--- src/rtl/fxm_pkg.sv ---
package fxm_pkg;
   typedef enum logic [1:0] {
      BOOTH_SKIP = 2'd0,
      BOOTH_ADD  = 2'd1,
      BOOTH_SUB  = 2'd2
   } booth_op_e;
endpackage

--- src/rtl/booth_recode.sv ---
module booth_recode
   import fxm_pkg::*;
(
   input  logic      cur_bit,
   input  logic      prev_bit,
   output booth_op_e op
);
   always_comb begin
      unique case ({cur_bit, prev_bit})
         2'b01:   op = BOOTH_ADD;
         2'b10:   op = BOOTH_SUB;
         default: op = BOOTH_SKIP;
      endcase
   end
endmodule

--- src/rtl/booth_addsub.sv ---
module booth_addsub
   import fxm_pkg::*;
#(
   parameter int W          = 16,
   parameter bit SHARED_ADD = 1'b1
)(
   input  logic [W:0]   acc,
   input  logic [W-1:0] mcand,
   input  booth_op_e    op,
   output logic [W:0]   sum
);
   localparam int XW = W + 1;
   logic [XW-1:0] mc_ext;

   assign mc_ext = {mcand[W-1], mcand};

   generate
      if (SHARED_ADD) begin : g_shared
         logic [XW-1:0] opnd;
         logic          cin;
         always_comb begin
            opnd = '0;
            cin  = 1'b0;
            if (op == BOOTH_ADD) begin
               opnd = mc_ext;
            end else if (op == BOOTH_SUB) begin
               opnd = ~mc_ext;
               cin  = 1'b1;
            end
         end
         assign sum = acc + opnd + {{(XW-1){1'b0}}, cin};
      end else begin : g_split
         logic [XW-1:0] plus_v, minus_v;
         assign plus_v  = acc + mc_ext;
         assign minus_v = acc - mc_ext;
         always_comb begin
            unique case (op)
               BOOTH_ADD: sum = plus_v;
               BOOTH_SUB: sum = minus_v;
               default:   sum = acc;
            endcase
         end
      end
   endgenerate
endmodule

--- src/rtl/booth_seq_ctrl.sv ---
module booth_seq_ctrl #(
   parameter int STEPS = 16
)(
   input  logic clk,
   input  logic rst_n,
   input  logic start,
   output logic load,
   output logic step,
   output logic busy,
   output logic done
);
   localparam int CW = (STEPS > 1) ? $clog2(STEPS) : 1;
   localparam logic [CW-1:0] LAST = CW'(STEPS - 1);

   logic [CW-1:0] cnt_q;

   assign load = start & ~busy;
   assign step = busy;

   always_ff @(posedge clk or negedge rst_n) begin
      if (!rst_n) begin
         busy  <= 1'b0;
         done  <= 1'b0;
         cnt_q <= '0;
      end else begin
         done <= 1'b0;
         if (busy) begin
            if (cnt_q == LAST) begin
               busy  <= 1'b0;
               done  <= 1'b1;
               cnt_q <= '0;
            end else begin
               cnt_q <= cnt_q + 1'b1;
            end
         end else if (start) begin
            busy  <= 1'b1;
            cnt_q <= '0;
         end
      end
   end
endmodule

--- src/rtl/fxm_booth_mul.sv ---
module fxm_booth_mul
   import fxm_pkg::*;
#(
   parameter int OPW        = 16,
   parameter int FRAC       = 8,
   parameter int OUT_FRAC   = 8,
   parameter bit SHARED_ADD = 1'b1
)(
   input  logic               clk,
   input  logic               rst_n,
   input  logic               start,
   input  logic [OPW-1:0]     a_in,
   input  logic [OPW-1:0]     b_in,
   output logic               busy,
   output logic               done,
   output logic [2*OPW-1:0]   product,
   output logic [OPW-1:0]     product_q
);
   localparam int PW   = 2 * OPW;
   localparam int DROP = 2 * FRAC - OUT_FRAC;

   generate
      if (OPW < 2)               begin : g_bad_w  $error("OPW must be at least 2");           end
      if (FRAC >= OPW)           begin : g_bad_f  $error("FRAC must be below OPW");           end
      if (OUT_FRAC > 2 * FRAC)   begin : g_bad_o  $error("OUT_FRAC exceeds product fraction"); end
      if (DROP + OPW > PW)       begin : g_bad_d  $error("truncated window leaves product");   end
   endgenerate

   logic          load, step;
   logic [OPW:0]  acc_q, sum;
   logic [OPW-1:0] mq_q, mcand_q;
   logic          prev_q;
   booth_op_e     op;

   booth_seq_ctrl #(.STEPS(OPW)) u_ctrl (
      .clk   (clk),
      .rst_n (rst_n),
      .start (start),
      .load  (load),
      .step  (step),
      .busy  (busy),
      .done  (done)
   );

   booth_recode u_rec (
      .cur_bit  (mq_q[0]),
      .prev_bit (prev_q),
      .op       (op)
   );

   booth_addsub #(.W(OPW), .SHARED_ADD(SHARED_ADD)) u_as (
      .acc   (acc_q),
      .mcand (mcand_q),
      .op    (op),
      .sum   (sum)
   );

   always_ff @(posedge clk or negedge rst_n) begin
      if (!rst_n) begin
         acc_q   <= '0;
         mq_q    <= '0;
         mcand_q <= '0;
         prev_q  <= 1'b0;
      end else if (load) begin
         acc_q   <= '0;
         mq_q    <= b_in;
         mcand_q <= a_in;
         prev_q  <= 1'b0;
      end else if (step) begin
         acc_q  <= {sum[OPW], sum[OPW:1]};
         mq_q   <= {sum[0], mq_q[OPW-1:1]};
         prev_q <= mq_q[0];
      end
   end

   assign product = {acc_q[OPW-1:0], mq_q};

   generate
      if (DROP == 0) begin : g_nodrop
         assign product_q = product[OPW-1:0];
      end else begin : g_drop
         assign product_q = product[DROP+OPW-1:DROP];
      end
   endgenerate
endmodule

--- config.mk ---
export PLATFORM = sky130hd
export DESIGN_NAME = fxm_booth_mul
export DESIGN_NICKNAME = d
export VERILOG_FILES = /design/src/rtl/fxm_pkg.sv /design/src/rtl/booth_recode.sv /design/src/rtl/booth_addsub.sv /design/src/rtl/booth_seq_ctrl.sv /design/src/rtl/fxm_booth_mul.sv
export SDC_FILE = /design/constraint.sdc
export NUM_CORES = 1
export LEC_CHECK = 0
export BUFFER_PORTS_ARGS = -buffer_cell sky130_fd_sc_hd__buf_2
export CORE_MARGIN = 5
export CORE_UTILIZATION = 55
export DETAILED_ROUTE_END_ITERATION = 12
export PLACE_DENSITY = 0.9
export RECOVER_POWER = 100
export SLEW_MARGIN = 20
export SYNTH_ARGS = -nofsm -noshare
export SYNTH_HDL_FRONTEND = slang
export SYNTH_SLANG_ARGS = --single-unit
--- constraint.sdc ---
create_clock -name clk -period 8.75 [get_ports clk]
set_input_delay 1.3125 -clock clk [delete_from_list [all_inputs] [get_ports clk]]
set_output_delay 1.3125 -clock clk [all_outputs]
set_load 0.03 [all_outputs]
==> report_table.html <==
<table>
<tr><th>Metric</th><th>Value</th></tr>
<tr><th colspan="2">Routing</th></tr>
<tr><td>Via-per-instance ratio</td><td>5.77</td></tr>
<tr><td>Antenna Violating Nets Remaining</td><td>0</td></tr>
<tr><td>Routed wirelength normalized by instance count</td><td>approximately 15 um</td></tr>
<tr><td>Initial DRC Count</td><td>113</td></tr>
<tr><td>Vias after detailed routing</td><td>2841</td></tr>
<tr><td>Routed WL</td><td>around 7.6 mm</td></tr>
<tr><td>Drc violations</td><td>0</td></tr>
<tr><td>First drt pass iteration count</td><td>5</td></tr>
<tr><th colspan="2">Floorplanning</th></tr>
<tr><td>Initial core utilization</td><td>0.568</td></tr>
<tr><td>Die area</td><td>about 7800 um2</td></tr>
<tr><td>Area of the placeable core</td><td>about 5900 um2</td></tr>
<tr><td>Count of boundary I/O pins</td><td>between 80 and 90</td></tr>
<tr><td>Site Rows</td><td>28</td></tr>
<tr><td>Die Width</td><td>between 80 and 90 um</td></tr>
<tr><td>Die Y</td><td>roughly 88 um</td></tr>
<tr><th colspan="2">Run status</th></tr>
<tr><td>Violated checks</td><td>max-capacitance violations, max-slew violations</td></tr>
<tr><td>Result of the run</td><td>finished, violations left</td></tr>
<tr><th colspan="2">STA</th></tr>
<tr><td>Final setup violating endpoints</td><td>0</td></tr>
<tr><td>Final period utilization</td><td>0.439</td></tr>
<tr><td>Max Slew Vio Count</td><td>~110</td></tr>
<tr><td>Endpoints failing hold</td><td>0</td></tr>
<tr><td>Worst slew slack as a fraction of its limit</td><td>-0.893</td></tr>
<tr><td>Transition at the pin with the smallest max-transition slack</td><td>about 2.8 ns</td></tr>
<tr><td>Post-layout min period</td><td>roughly 3.8 ns</td></tr>
<tr><td>Setup total negative slack</td><td>0 ns</td></tr>
<tr><td>Maximum clock frequency</td><td>~260 MHz</td></tr>
<tr><td>Post-Route Skew</td><td>roughly 0.0053 ns</td></tr>
<tr><td>Setup repair after global routing missed its margin</td><td>no</td></tr>
<tr><th colspan="2">Yosys</th></tr>
<tr><td>Synth top area share</td><td>0.410</td></tr>
<tr><td>Sequential share of the synthesized area</td><td>0.410</td></tr>
<tr><td>Synthesized netlist cell count</td><td>approximately 350</td></tr>
<tr><td>Syn Nets</td><td>approximately 410</td></tr>
<tr><td>Top cells by instance count after synthesis</td><td>dfrtp_1, nand2_1, o21ai_0</td></tr>
<tr><td>Post-synthesis cell type count</td><td>51</td></tr>
<tr><td>Post-synthesis instance area</td><td>around 3400 um2</td></tr>
<tr><td>Top flip-flop cell by instance count after synthesis</td><td>dfrtp_1</td></tr>
<tr><td>Post-synthesis async set-or-reset flop share</td><td>1.00</td></tr>
<tr><td>Count of synthesis-stage warnings from yosys</td><td>0</td></tr>
<tr><td>Cell with the most instances after synthesis</td><td>dfrtp_1</td></tr>
<tr><td>Count of flip-flops with a built-in enable after synthesis</td><td>0</td></tr>
<tr><td>Count of state elements after synthesis</td><td>55</td></tr>
<tr><td>Most area-consuming cells after synthesis</td><td>dfrtp_1, o21ai_0, ha_1</td></tr>
<tr><td>Dominant cell type by area after synthesis</td><td>dfrtp_1</td></tr>
<tr><td>Average size of a mapped cell</td><td>9.49 um2</td></tr>
<tr><th colspan="2">Global route</th></tr>
<tr><td>Number of global-route vias before repair</td><td>between 2000 and 3000</td></tr>
<tr><td>Antenna violations before repair</td><td>0</td></tr>
<tr><td>Wire length of the first global-routing pass</td><td>12.5 mm</td></tr>
<tr><td>Sum of overflow across all layers after global routing</td><td>0</td></tr>
<tr><td>All-Layer GR Usage</td><td>0.200</td></tr>
<tr><td>Pin count of the biggest net entering global routing</td><td>56</td></tr>
<tr><th colspan="2">Worst setup path</th></tr>
<tr><td>CP arrival</td><td>roughly 2.5 ns</td></tr>
<tr><td>Worst r2r src</td><td>mq_q[0]</td></tr>
<tr><td>Data required, critical path</td><td>roughly 7.4 ns</td></tr>
<tr><td>Kind of capture point of the worst setup path</td><td>output pin</td></tr>
<tr><td>Critical Path Start</td><td>u_ctrl.busy</td></tr>
<tr><td>Crit path launch type</td><td>flop</td></tr>
<tr><td>Worst setup path category</td><td>flop to output pin</td></tr>
<tr><td>Largest fanout of any net on the critical path</td><td>54</td></tr>
<tr><th colspan="2">CTS</th></tr>
<tr><td>Post CTS Setup Buffer Count</td><td>0</td></tr>
<tr><td>Sinks on the clock net</td><td>55</td></tr>
<tr><td>Cts bufs inserted</td><td>5</td></tr>
<tr><td>CTS tree</td><td>built</td></tr>
<tr><td>Clk Latency, worst-skew pair</td><td>0.31 ns</td></tr>
<tr><td>CTS Hold Buffers Added</td><td>0</td></tr>
<tr><td>Clock root buffer</td><td>clkbuf_8</td></tr>
<tr><td>CTS clock-pin slew for the worst setup and hold paths</td><td>about 0.090 ns</td></tr>
<tr><td>Largest buffer count on any clock path</td><td>2</td></tr>
<tr><td>Post-cts resize count</td><td>0</td></tr>
<tr><td>Number of levels in the clock H-tree</td><td>2</td></tr>
<tr><th colspan="2">Place</th></tr>
<tr><td>Total of buffers placed on input and output ports</td><td>84</td></tr>
<tr><td>Half-perimeter wire length after detailed placement</td><td>about 5.6 mm</td></tr>
<tr><td>Routability congestion estimate</td><td>~0.86</td></tr>
<tr><th colspan="2">Layout</th></tr>
<tr><td>Antenna Cells</td><td>0</td></tr>
<tr><td>Synthesis-to-finish area growth</td><td>10.5%</td></tr>
<tr><td>Post-layout net count</td><td>approximately 470</td></tr>
<tr><td>Proportion of layout cells with a drive suffix above 1</td><td>0.132</td></tr>
<tr><th colspan="2">Hold path</th></tr>
<tr><td>Hold Startpoint</td><td>mq_q[4]</td></tr>
<tr><td>Type of the most critical hold path</td><td>flop to flop</td></tr>
<tr><th colspan="2">Flow run</th></tr>
<tr><td># Max-Cap Violations</td><td>2</td></tr>
</table>
layout make-up:
| cell class | instances | area, um2 |
|---|---|---|
| Multi-Input combinational cell | 256 | 1740 |
| Timing Repair Buffer | 88 | 373 |
| Tap cell | 75 | 93.8 |
| Clock buffer | 5 | 68.8 |
| Clock inverter | 3 | 20.0 |
| Fill cell | 521 | 2210 |
| Inverter | 10 | 37.5 |
| Sequential cell | 55 | 1380 |
critical path, cell delays in order (launching register included):
cell      delay, ns
dfrtp_1        0.33
clkbuf_1       1.47
buf_2          0.43
metal layers:
layer | vias up | track usage | share of wire
met5 | - | 0 | 0
met4 | 0 | 0.0687 | 0.017
met3 | 15 | 0.0329 | 0.077
met2 | 106 | 0.337 | 0.48
met1 | 1341 | 0.262 | 0.42
li1 | 1379 | - | -
logic make-up (layout without fill, tap and decap cells):
kind of cell,after synthesis,count (layout),share of synthesized area
buffers and inverters,43,106,0.0681
DFF,55,55,0.410
adders and majority gates,18,18,0.0715
xor gates and xnor gates,7,7,0.0182
and+or+nand+nor,98,98,0.136
muxes,32,32,0.101
AOI/OAI and AO/OA,101,101,0.195
registers in the layout, summed over array words and instances (netlist names):
| name | cells |
|---|---|
| acc_q | 16 |
| u_ctrl.cnt_q | 4 |
| mq_q | 16 |
| prev_q | 1 |
| mcand_q | 16 |
| u_ctrl.busy | 1 |
| u_ctrl.done | 1 |
layout by cell type, fill, tap and decap left out, types with 2 or more instances in the layout:
| cell | n |
|---|---|
| dfrtp_1 | 55 |
| mux2_1 | 6 |
| a21oi_1 | 11 |
| a21o_1 | 6 |
| inv_1 | 10 |
| nand2_1 | 46 |
| nor2_1 | 16 |
| fa_1 | 2 |
| nand3_1 | 8 |
| a31oi_1 | 2 |
| nand3b_1 | 2 |
| a211oi_1 | 4 |
| a31o_1 | 2 |
| o21a_1 | 2 |
| o21ai_0 | 47 |
| buf_2 | 34 |
| o211ai_1 | 2 |
| and3_1 | 3 |
| clkbuf_1 | 54 |
| xnor2_1 | 4 |
| a32o_1 | 2 |
| a21o_2 | 2 |
| ha_1 | 16 |
| mux2i_1 | 16 |
| o31ai_1 | 3 |
| xor2_1 | 3 |
| clkbuf_8 | 5 |
| mux2_2 | 10 |
| a211o_1 | 2 |
| a221oi_1 | 3 |
| clkinvlp_4 | 2 |
| nor2b_1 | 2 |
| nand2b_1 | 6 |
| nor3_1 | 7 |
| a22o_1 | 4 |
| nand4_1 | 2 |
final timing paths:
| path | depth (start not counted) | slack [ns] | to |
|---|---|---|---|
| max in group asynchronous | 2 | 5.15 | mq_q[1] |
| hold / removal | 2 | 0.52 | mq_q[3] |
| setup / recovery | 2 | 4.91 | busy |
| setup reg to reg | 10 | 5.24 | acc_q[13] |
| hold reg to reg | 2 | 0.52 | mq_q[3] |
| min in group asynchronous | 2 | 2.02 | mq_q[14] |
per-stage QoR:
stage                     setup WS, ns  instance area [um2]   util  hold WS [ns]  std cells
after global placement            5.41                 3710  0.627         0.489        484
final                             4.91                 3710  0.627         0.520        492
after detailed placement          5.32                 3710  0.627         0.498        484
after CTS                         5.27                 3800  0.642         0.522        492
after global routing              4.43                 3710  0.627         0.552        492
after floorplan                   5.85                 3360      -         0.471        354
Power is left out: the tool's default activity adds up to more than one toggle a clock period on the data nets, which glitch-free logic cannot reach.
